File: src/rtl/agu_pkg.sv
`timescale 1ns/1ps
package agu_pkg;
  localparam int FIELD_W = 9;
  localparam int ABS_W   = 8;
  localparam int OFS_W   = 5;
  localparam int NUM_PTR = 2;
  localparam int SEL_W   = $clog2(NUM_PTR);

  typedef enum logic [1:0] {
    SZ_BYTE = 2'b00,
    SZ_WORD = 2'b01,
    SZ_LONG = 2'b10,
    SZ_QUAD = 2'b11
  } accSizeT;

  typedef enum logic [1:0] {
    MODE_INDEX = 2'b00,
    MODE_PRE   = 2'b01,
    MODE_POST  = 2'b10,
    MODE_RSVD  = 2'b11
  } ptrModeT;

  // strobes from control to datapath
  typedef struct packed {
    logic             load;
    logic             useAbs;
    logic [SEL_W-1:0] ptrSel;
    logic             addrFromBase;
    logic             doUpdate;
  } aguCtrlT;

  function automatic logic [2:0] sizeShift(input accSizeT sz);
    case (sz)
      SZ_BYTE: return 3'd0;
      SZ_WORD: return 3'd1;
      SZ_LONG: return 3'd2;
      default: return 3'd4;
    endcase
  endfunction
endpackage

File: src/rtl/agu_ctrl.sv
`timescale 1ns/1ps
module agu_ctrl
  import agu_pkg::*;
(
  input  logic    accStrobe,
  input  logic    startLoad,
  input  logic [3:0] fieldHi,   // field bits 8..5
  output aguCtrlT ctrl
);
  ptrModeT mode;
  logic    isPtr;

  assign mode  = ptrModeT'(fieldHi[1:0]);
  assign isPtr = fieldHi[3];

  always_comb begin
    ctrl              = '0;
    ctrl.load         = startLoad;
    ctrl.useAbs       = !isPtr;
    ctrl.ptrSel       = fieldHi[2];
    ctrl.addrFromBase = isPtr && (mode == MODE_POST);
    ctrl.doUpdate     = accStrobe && isPtr &&
                        ((mode == MODE_PRE) || (mode == MODE_POST));
  end
endmodule

File: src/rtl/agu_ofs_scale.sv
`timescale 1ns/1ps
module agu_ofs_scale
  import agu_pkg::*;
#(
  parameter int ADDR_W = 20
)(
  input  logic [OFS_W-1:0]  ofs,
  input  logic [1:0]        accSize,
  output logic [ADDR_W-1:0] scaled
);
  localparam int EXT_W = ADDR_W - OFS_W;

  logic [ADDR_W-1:0] ext;
  assign ext = {{EXT_W{ofs[OFS_W-1]}}, ofs};

  always_comb scaled = ext << sizeShift(accSizeT'(accSize));
endmodule

File: src/rtl/agu_datapath.sv
`timescale 1ns/1ps
module agu_datapath
  import agu_pkg::*;
#(
  parameter int ADDR_W = 20
)(
  input  logic                            clk,
  input  logic                            rstN,
  input  aguCtrlT                         ctrl,
  input  logic [ADDR_W-1:0]               startVal,
  input  logic [ABS_W-1:0]                absField,
  input  logic [OFS_W-1:0]                ofsField,
  input  logic [1:0]                      accSize,
  output logic [ADDR_W-1:0]               effAddr,
  output logic [NUM_PTR-1:0][ADDR_W-1:0]  ptrVal
);
  localparam int PAD_W = ADDR_W - ABS_W;

  logic [ADDR_W-1:0] scaledOfs;
  logic [ADDR_W-1:0] basePtr;
  logic [ADDR_W-1:0] sumAddr;

  agu_ofs_scale #(.ADDR_W(ADDR_W)) i_scale (
    .ofs     (ofsField),
    .accSize (accSize),
    .scaled  (scaledOfs)
  );

  assign basePtr = ptrVal[ctrl.ptrSel];
  assign sumAddr = basePtr + scaledOfs;

  always_comb begin
    if (ctrl.useAbs)            effAddr = {{PAD_W{1'b0}}, absField};
    else if (ctrl.addrFromBase) effAddr = basePtr;
    else                        effAddr = sumAddr;
  end

  for (genvar i = 0; i < NUM_PTR; i++) begin : g_ptr
    always_ff @(posedge clk) begin
      if (!rstN)
        ptrVal[i] <= '0;
      else if (ctrl.load)
        ptrVal[i] <= startVal;
      else if (ctrl.doUpdate && (ctrl.ptrSel == SEL_W'(i)))
        ptrVal[i] <= sumAddr;
    end
  end
endmodule

File: src/rtl/scaled_ptr_agu.sv
`timescale 1ns/1ps
module scaled_ptr_agu
  import agu_pkg::*;
#(
  parameter int ADDR_W = 20
)(
  input  logic               clk,
  input  logic               rstN,
  input  logic               startLoad,
  input  logic [ADDR_W-1:0]  startVal,
  input  logic               accStrobe,
  input  logic [8:0]         addrField,
  input  logic [1:0]         accSize,
  output logic [ADDR_W-1:0]  effAddr,
  output logic [ADDR_W-1:0]  ptrA,
  output logic [ADDR_W-1:0]  ptrB
);
  aguCtrlT ctrl;
  logic [NUM_PTR-1:0][ADDR_W-1:0] ptrVal;

  agu_ctrl i_ctrl (
    .accStrobe (accStrobe),
    .startLoad (startLoad),
    .fieldHi   (addrField[8:5]),
    .ctrl      (ctrl)
  );

  agu_datapath #(.ADDR_W(ADDR_W)) i_dp (
    .clk      (clk),
    .rstN     (rstN),
    .ctrl     (ctrl),
    .startVal (startVal),
    .absField (addrField[ABS_W-1:0]),
    .ofsField (addrField[OFS_W-1:0]),
    .accSize  (accSize),
    .effAddr  (effAddr),
    .ptrVal   (ptrVal)
  );

  assign ptrA = ptrVal[0];
  assign ptrB = ptrVal[1];
endmodule

File: config.mk
export PLATFORM = sky130hd
export DESIGN_NAME = scaled_ptr_agu
export DESIGN_NICKNAME = d
export VERILOG_FILES = /design/src/rtl/agu_pkg.sv /design/src/rtl/agu_ctrl.sv /design/src/rtl/agu_ofs_scale.sv /design/src/rtl/agu_datapath.sv /design/src/rtl/scaled_ptr_agu.sv
export SDC_FILE = /design/constraint.sdc
export NUM_CORES = 1
export LEC_CHECK = 0
export BUFFER_PORTS_ARGS = -buffer_cell sky130_fd_sc_hd__buf_2
export CAP_MARGIN = 20
export CORE_AREA = 2 2 81 83
export CTS_BUF_LIST = sky130_fd_sc_hd__clkbuf_4 sky130_fd_sc_hd__clkbuf_8
export CTS_CLUSTER_DIAMETER = 120
export DETAILED_ROUTE_END_ITERATION = 16
export DIE_AREA = 0 0 83 85
export PLACE_DENSITY = 0.81
export SYNTH_ARGS = -nofsm -noshare
export SYNTH_HDL_FRONTEND = slang
export SYNTH_SLANG_ARGS = --single-unit
export TNS_END_PERCENT = 50
File: constraint.sdc
create_clock -name clk -period 4.38 [get_ports clk]
set_input_delay 0.219 -clock clk [delete_from_list [all_inputs] [get_ports clk]]
set_output_delay 0.219 -clock clk [all_outputs]
set_load 0.02 [all_outputs]
Word level (Yosys, flattened, before mapping)
Cells that the tools add are included.
{ "word_totals": {"inputBits": 35, "elab_cells": 28, "ff_bits": 40} }
{ "classes": {"bitwise": 1, "eq_ne": 4, "shift": 1, "n_reduce_logical": 9, "mux": 9, "n_addsub": 1, "order_cmp": 1} }
{ "ops": {"columns": ["op", "count"], "rows": [
  ["$mux 20", 8],
  ["$add 20x20->20", 1],
  ["$shl 20x3->20", 1],
  ["$pmux 3 s3", 1],
  ["$logic_and 1x1->1", 5],
  ["$eq 2x1->1 const B", 2],
  ["$eq 2x2->1 const B", 2],
  ["$reduce_bool 2->1", 2],
  ["$logic_not 2->1", 1],
  ["$lt 1x2->1 const B", 1],
  ["$logic_or 1x1->1", 1],
  ["$not 1->1", 1]
]} }

Logic depth before layout (Yosys ltp)
{ "depth": {"word_depth": 6, "mapped_depth": 13, "ltp_nobuf": 12} }

Hierarchy
Synthesis repeated with hierarchy kept, for this count alone.
{ "unflattened": {"cells_unflattened": 462, "hier_area_um2": 3450.8} }
{ "by_module_without_submodules": {"columns": ["module", "cells_per_inst", "seq_area_each_um2", "instances", "area_per_inst_um2"], "rows": [
  ["agu_datapath", 425, 800.8, 1, 3168.0],
  ["agu_ofs_scale", 30, 0.0, 1, 231.5],
  ["agu_ctrl", 7, 0.0, 1, 51.3]
]} }

Worst setup path after synthesis
OpenSTA, ideal clock, no wires.
{ "synth_timing": {"kind": "input-to-output", "from": "in addrField[7]", "to": "out effAddr[16]", "t_arrival_ns": 3.272, "setup_slack_ns": 0.889, "stages": 13, "t_required_ns": 4.161, "path_cell_list": "clkbuf_1 clkbuf_1 mux2_2 ha_1 inv_1 fa_1 nor2b_1 o2111ai_1 a211o_1 a21boi_1 nor4b_1 a311o_1 o21ai_0"} }
{ "synth_between": {"elab_chain_cells": 5} }
{ "synth_lines": {"columns": ["element", "line_no", "source"], "rows": [
  ["start: declaration", "scaled_ptr_agu.sv:12", "input logic [8:0] addrField,"],
  ["$mux 20 (implied by the code) * (2 in series)", "agu_datapath.sv:29", "assign basePtr = ptrVal[ctrl.ptrSel];"],
  ["$add 20x20->20", "agu_datapath.sv:30", "assign sumAddr = basePtr + scaledOfs;"],
  ["$mux 20 *", "agu_datapath.sv:34", "else if (ctrl.addrFromBase) effAddr = basePtr;"],
  ["$mux 20 *", "agu_datapath.sv:33", "if (ctrl.useAbs) effAddr = {{PAD_W{1'b0}}, absField};"],
  ["end: declaration", "scaled_ptr_agu.sv:14", "output logic [ADDR_W-1:0] effAddr,"]
]} }
Mark *: on every way between the ends. The rest lies on a longest branch, timed or not. The select of a mux whose other input is x is not followed.

Final worst setup path
{ "layout_timing": {"from": "in addrField[7]", "to": "out effAddr[19]"} }
The elaborated chain is that of the path after synthesis.

==> results_dict.tcl <==
set metrics [dict create \
    cts_sinks 40 \
    yosys.area_share.adder_pct 8.096 \
    outcome "finished, final reports clean" \
    peakVddDrop_uv 275.7 \
    ys_top_cells_by_count "49 x nor2_1, 46 x nand2_1, 40 x dfxtp_1" \
    fin_ws_ps 811.2 \
    grt_use_total_pct 27.54 \
    fmax_mhz 280.2 \
    switching_share_pct 42.08 \
    top_register "i_dp.ptrVal" \
    cts_buffers 5 \
    combPwrFrac_pct 48.5 \
    totalWireLength_um 9967 \
    hold_path.class "in2reg" \
    post_cts_resized 0 \
    ys_warn_count 0 \
    cts_tree "done" \
    crit_start "addrField[7]" \
    p_leak_uw 0.001907 \
    slew_headroom_pct 28.45 \
    grt_max_degree 35 \
    vias 3585 \
    wl_per_cell_um 17.01 \
    areaGrowthSynthToFinish_pct 17.05 \
    rsz0062_at_grt "false" \
    cts_root_buffer "clkbuf_8" \
    synth_area_leaders "dfxtp_1 24%, ha_1 7.5%, mux2_2 7.1%, o21ai_0 5.8%, nor2_1 5.5%" \
    hold_start "startVal[9]" \
    globalplace.congestion 0.9028 \
    tns_ps 0 \
    power.density_mw_per_mm2 347.0 \
    syn_inst 434 \
    grt_pass1_vias 3221 \
    r2r_start "i_dp.ptrVal[20]" \
    drtIter0Drc 253 \
    yosysTopAreaCell "dfxtp_1" \
    skew_ps 2.815 \
    die_area_mm2 0.007055 \
    firstDrtPassIters 5 \
    core_mm2 0.006205 \
    hold_viol_final 0 \
    core.rowCount 29 \
    synthesis.nets 490 \
    grt_overflow 0 \
    worstSetupStartpointType "input pin" \
    endpoint_kind "primary output" \
    cp.arrival_ps 3350 \
    initial_core_util_pct 53.80 \
    worst_ep_required_time_ps 4160 \
    drtAntennaViolNets 0 \
    synth_top_area_share_pct 23.99 \
    r2r_setup_slack_ps 1480 \
    grt_pass1_wl_um 15860 \
    clock_tree.buffer_depth 2 \
    synthFlopType "dfxtp_1" \
    synthSimpleGateAreaFrac_pct 18.97 \
    power_switching_uw 570.5 \
    hold_slack_ps 238.6 \
    hpwl_um 7688 \
    yosysMostFrequentCell "nor2_1" \
    finalNetCount 564 \
    die_width_um 83 \
    drc 0 \
    slew_viol_final 0 \
    die_h_um 85 \
    antenna_found_initial 0 \
    clk_pin_slew_ps 70 \
    syn_area_mm2 0.003338 \
    worstSetupPathType "in2out" \
    drive_gt1_share_pct 27.31 \
    reg_top3 "i_dp.ptrVal: 40 flops" \
    synth_top_family_by_area "compound AO/OA/AOI/OAI gates" \
    worst-path-max-fanout 24 \
    synth_edf_count 0 \
    postCtsSetupBuffers 0 \
    io_pins 95 \
    port_buffers 94 \
    largest_register_ffs 40 \
    min_period_ps 3569 \
    internal-power_uw 785.3 \
    synthXorXnorAreaFrac_pct 4.198 \
    p_seq_share_pct 31.8 \
    htreeDepth 2 \
    setup_violations 0 \
    viasPerCell 6.118 \
    synth_seq_cells 40 \
    cts_hold_buf 0 \
    synth.area.mux_share_pct 11.36 \
    cap_violations 0 \
    fin_crit_sh_pct 81.48 \
    tightest_slew_ps 1073 \
    pwr-share-clk_pct 19.6 \
    ys_seq_area_share_pct 23.99 \
    worstSkewPairLatency_ps 290 \
    ys_types 53 \
    num_antenna_cells 0 \
    avgSynthCellArea_um2 7.692 \
    synth_compound_area_share_pct 28.82 \
    place_ws_ps 822.6 \
    ys_async_sr_fraction_pct 0 \
]
-- metrics by stage --
step	power (µW)	instance area, µm²	std cells	utilization [%]
after floorplan	895.6	3338	434	-
after global placement	1074	3810	578	61.40
after detailed placement	1085	3810	578	61.40
after CTS	1347	3908	586	62.98
after global routing	1433	3908	586	62.98
final	1356	3908	586	62.98
-- final timing paths --
path	end	cells after the start
worst max-delay path	effAddr[19]	11
worst min-delay path	i_dp.ptrVal[29]	3
worst max register to register	i_dp.ptrVal[36]	11
worst min register to register	i_dp.ptrVal[33]	2
-- power groups by stage --
stage | Combinational, µW | Clock (µW) | Sequential [µW]
2_1_floorplan | 419 | 0 | 477
6_report | 658 | 266 | 432
3_3_place_gp | 637 | 0 | 437
4_1_cts | 649 | 267 | 430
3_5_place_dp | 647 | 0 | 438
5_1_grt | 718 | 280 | 435
-- final cells by class --
type	instances	area [µm²]
inverter	13	48.80
clock buffer	8	97.59
fill	543	2297
multi-input combinational	354	2394
sequential	40	800.8
tap	77	96.34
timing repair buffer	94	470.5
-- critical path: stages --
cell and delay [ps]:
buf_2 450, mux2_2 420, ha_1 350, and3_1 220
a211oi_4 320, o21ai_2 110, a21oi_2 300, o22ai_1 130
or4_1 470, and3_1 190, buf_2 160
-- placed cells by master, fill, tap and decap left out, drive strengths merged, types with 6 or more instances in the layout --
master / n
a21oi: 38
nor3b: 6
buf: 94
nor2: 49
ha: 20
o21ai: 41
a211oi: 14
clkbuf: 8
mux2: 21
inv: 12
o211a: 11
dfxtp: 40
nand3: 9
a21o: 8
mux2i: 12
xnor2: 11
nand2: 46
-- layer usage --
layer | track usage (%) | part of all wire [%] | up-vias
met4 | 9.836 | 1.9 | 0
li1 | - | - | 1717
met2 | 42.60 | 45 | 184
met5 | 0 | 0 | -
met3 | 3.113 | 8.1 | 14
met1 | 39.77 | 45 | 1670
-- logic make-up (layout without fill, tap and decap cells) --
kind of cell               count (synthesis)  count (layout)
and+or+nand+nor                          139             139
buffers and inverters                     40             115
AOI/OAI and AO/OA                        144             144
DFF                                       40              40
muxes                                     34              34
adders and majority gates                 21              21
xor gates and xnor gates                  16              16
Power figures use the tool's default switching activity.
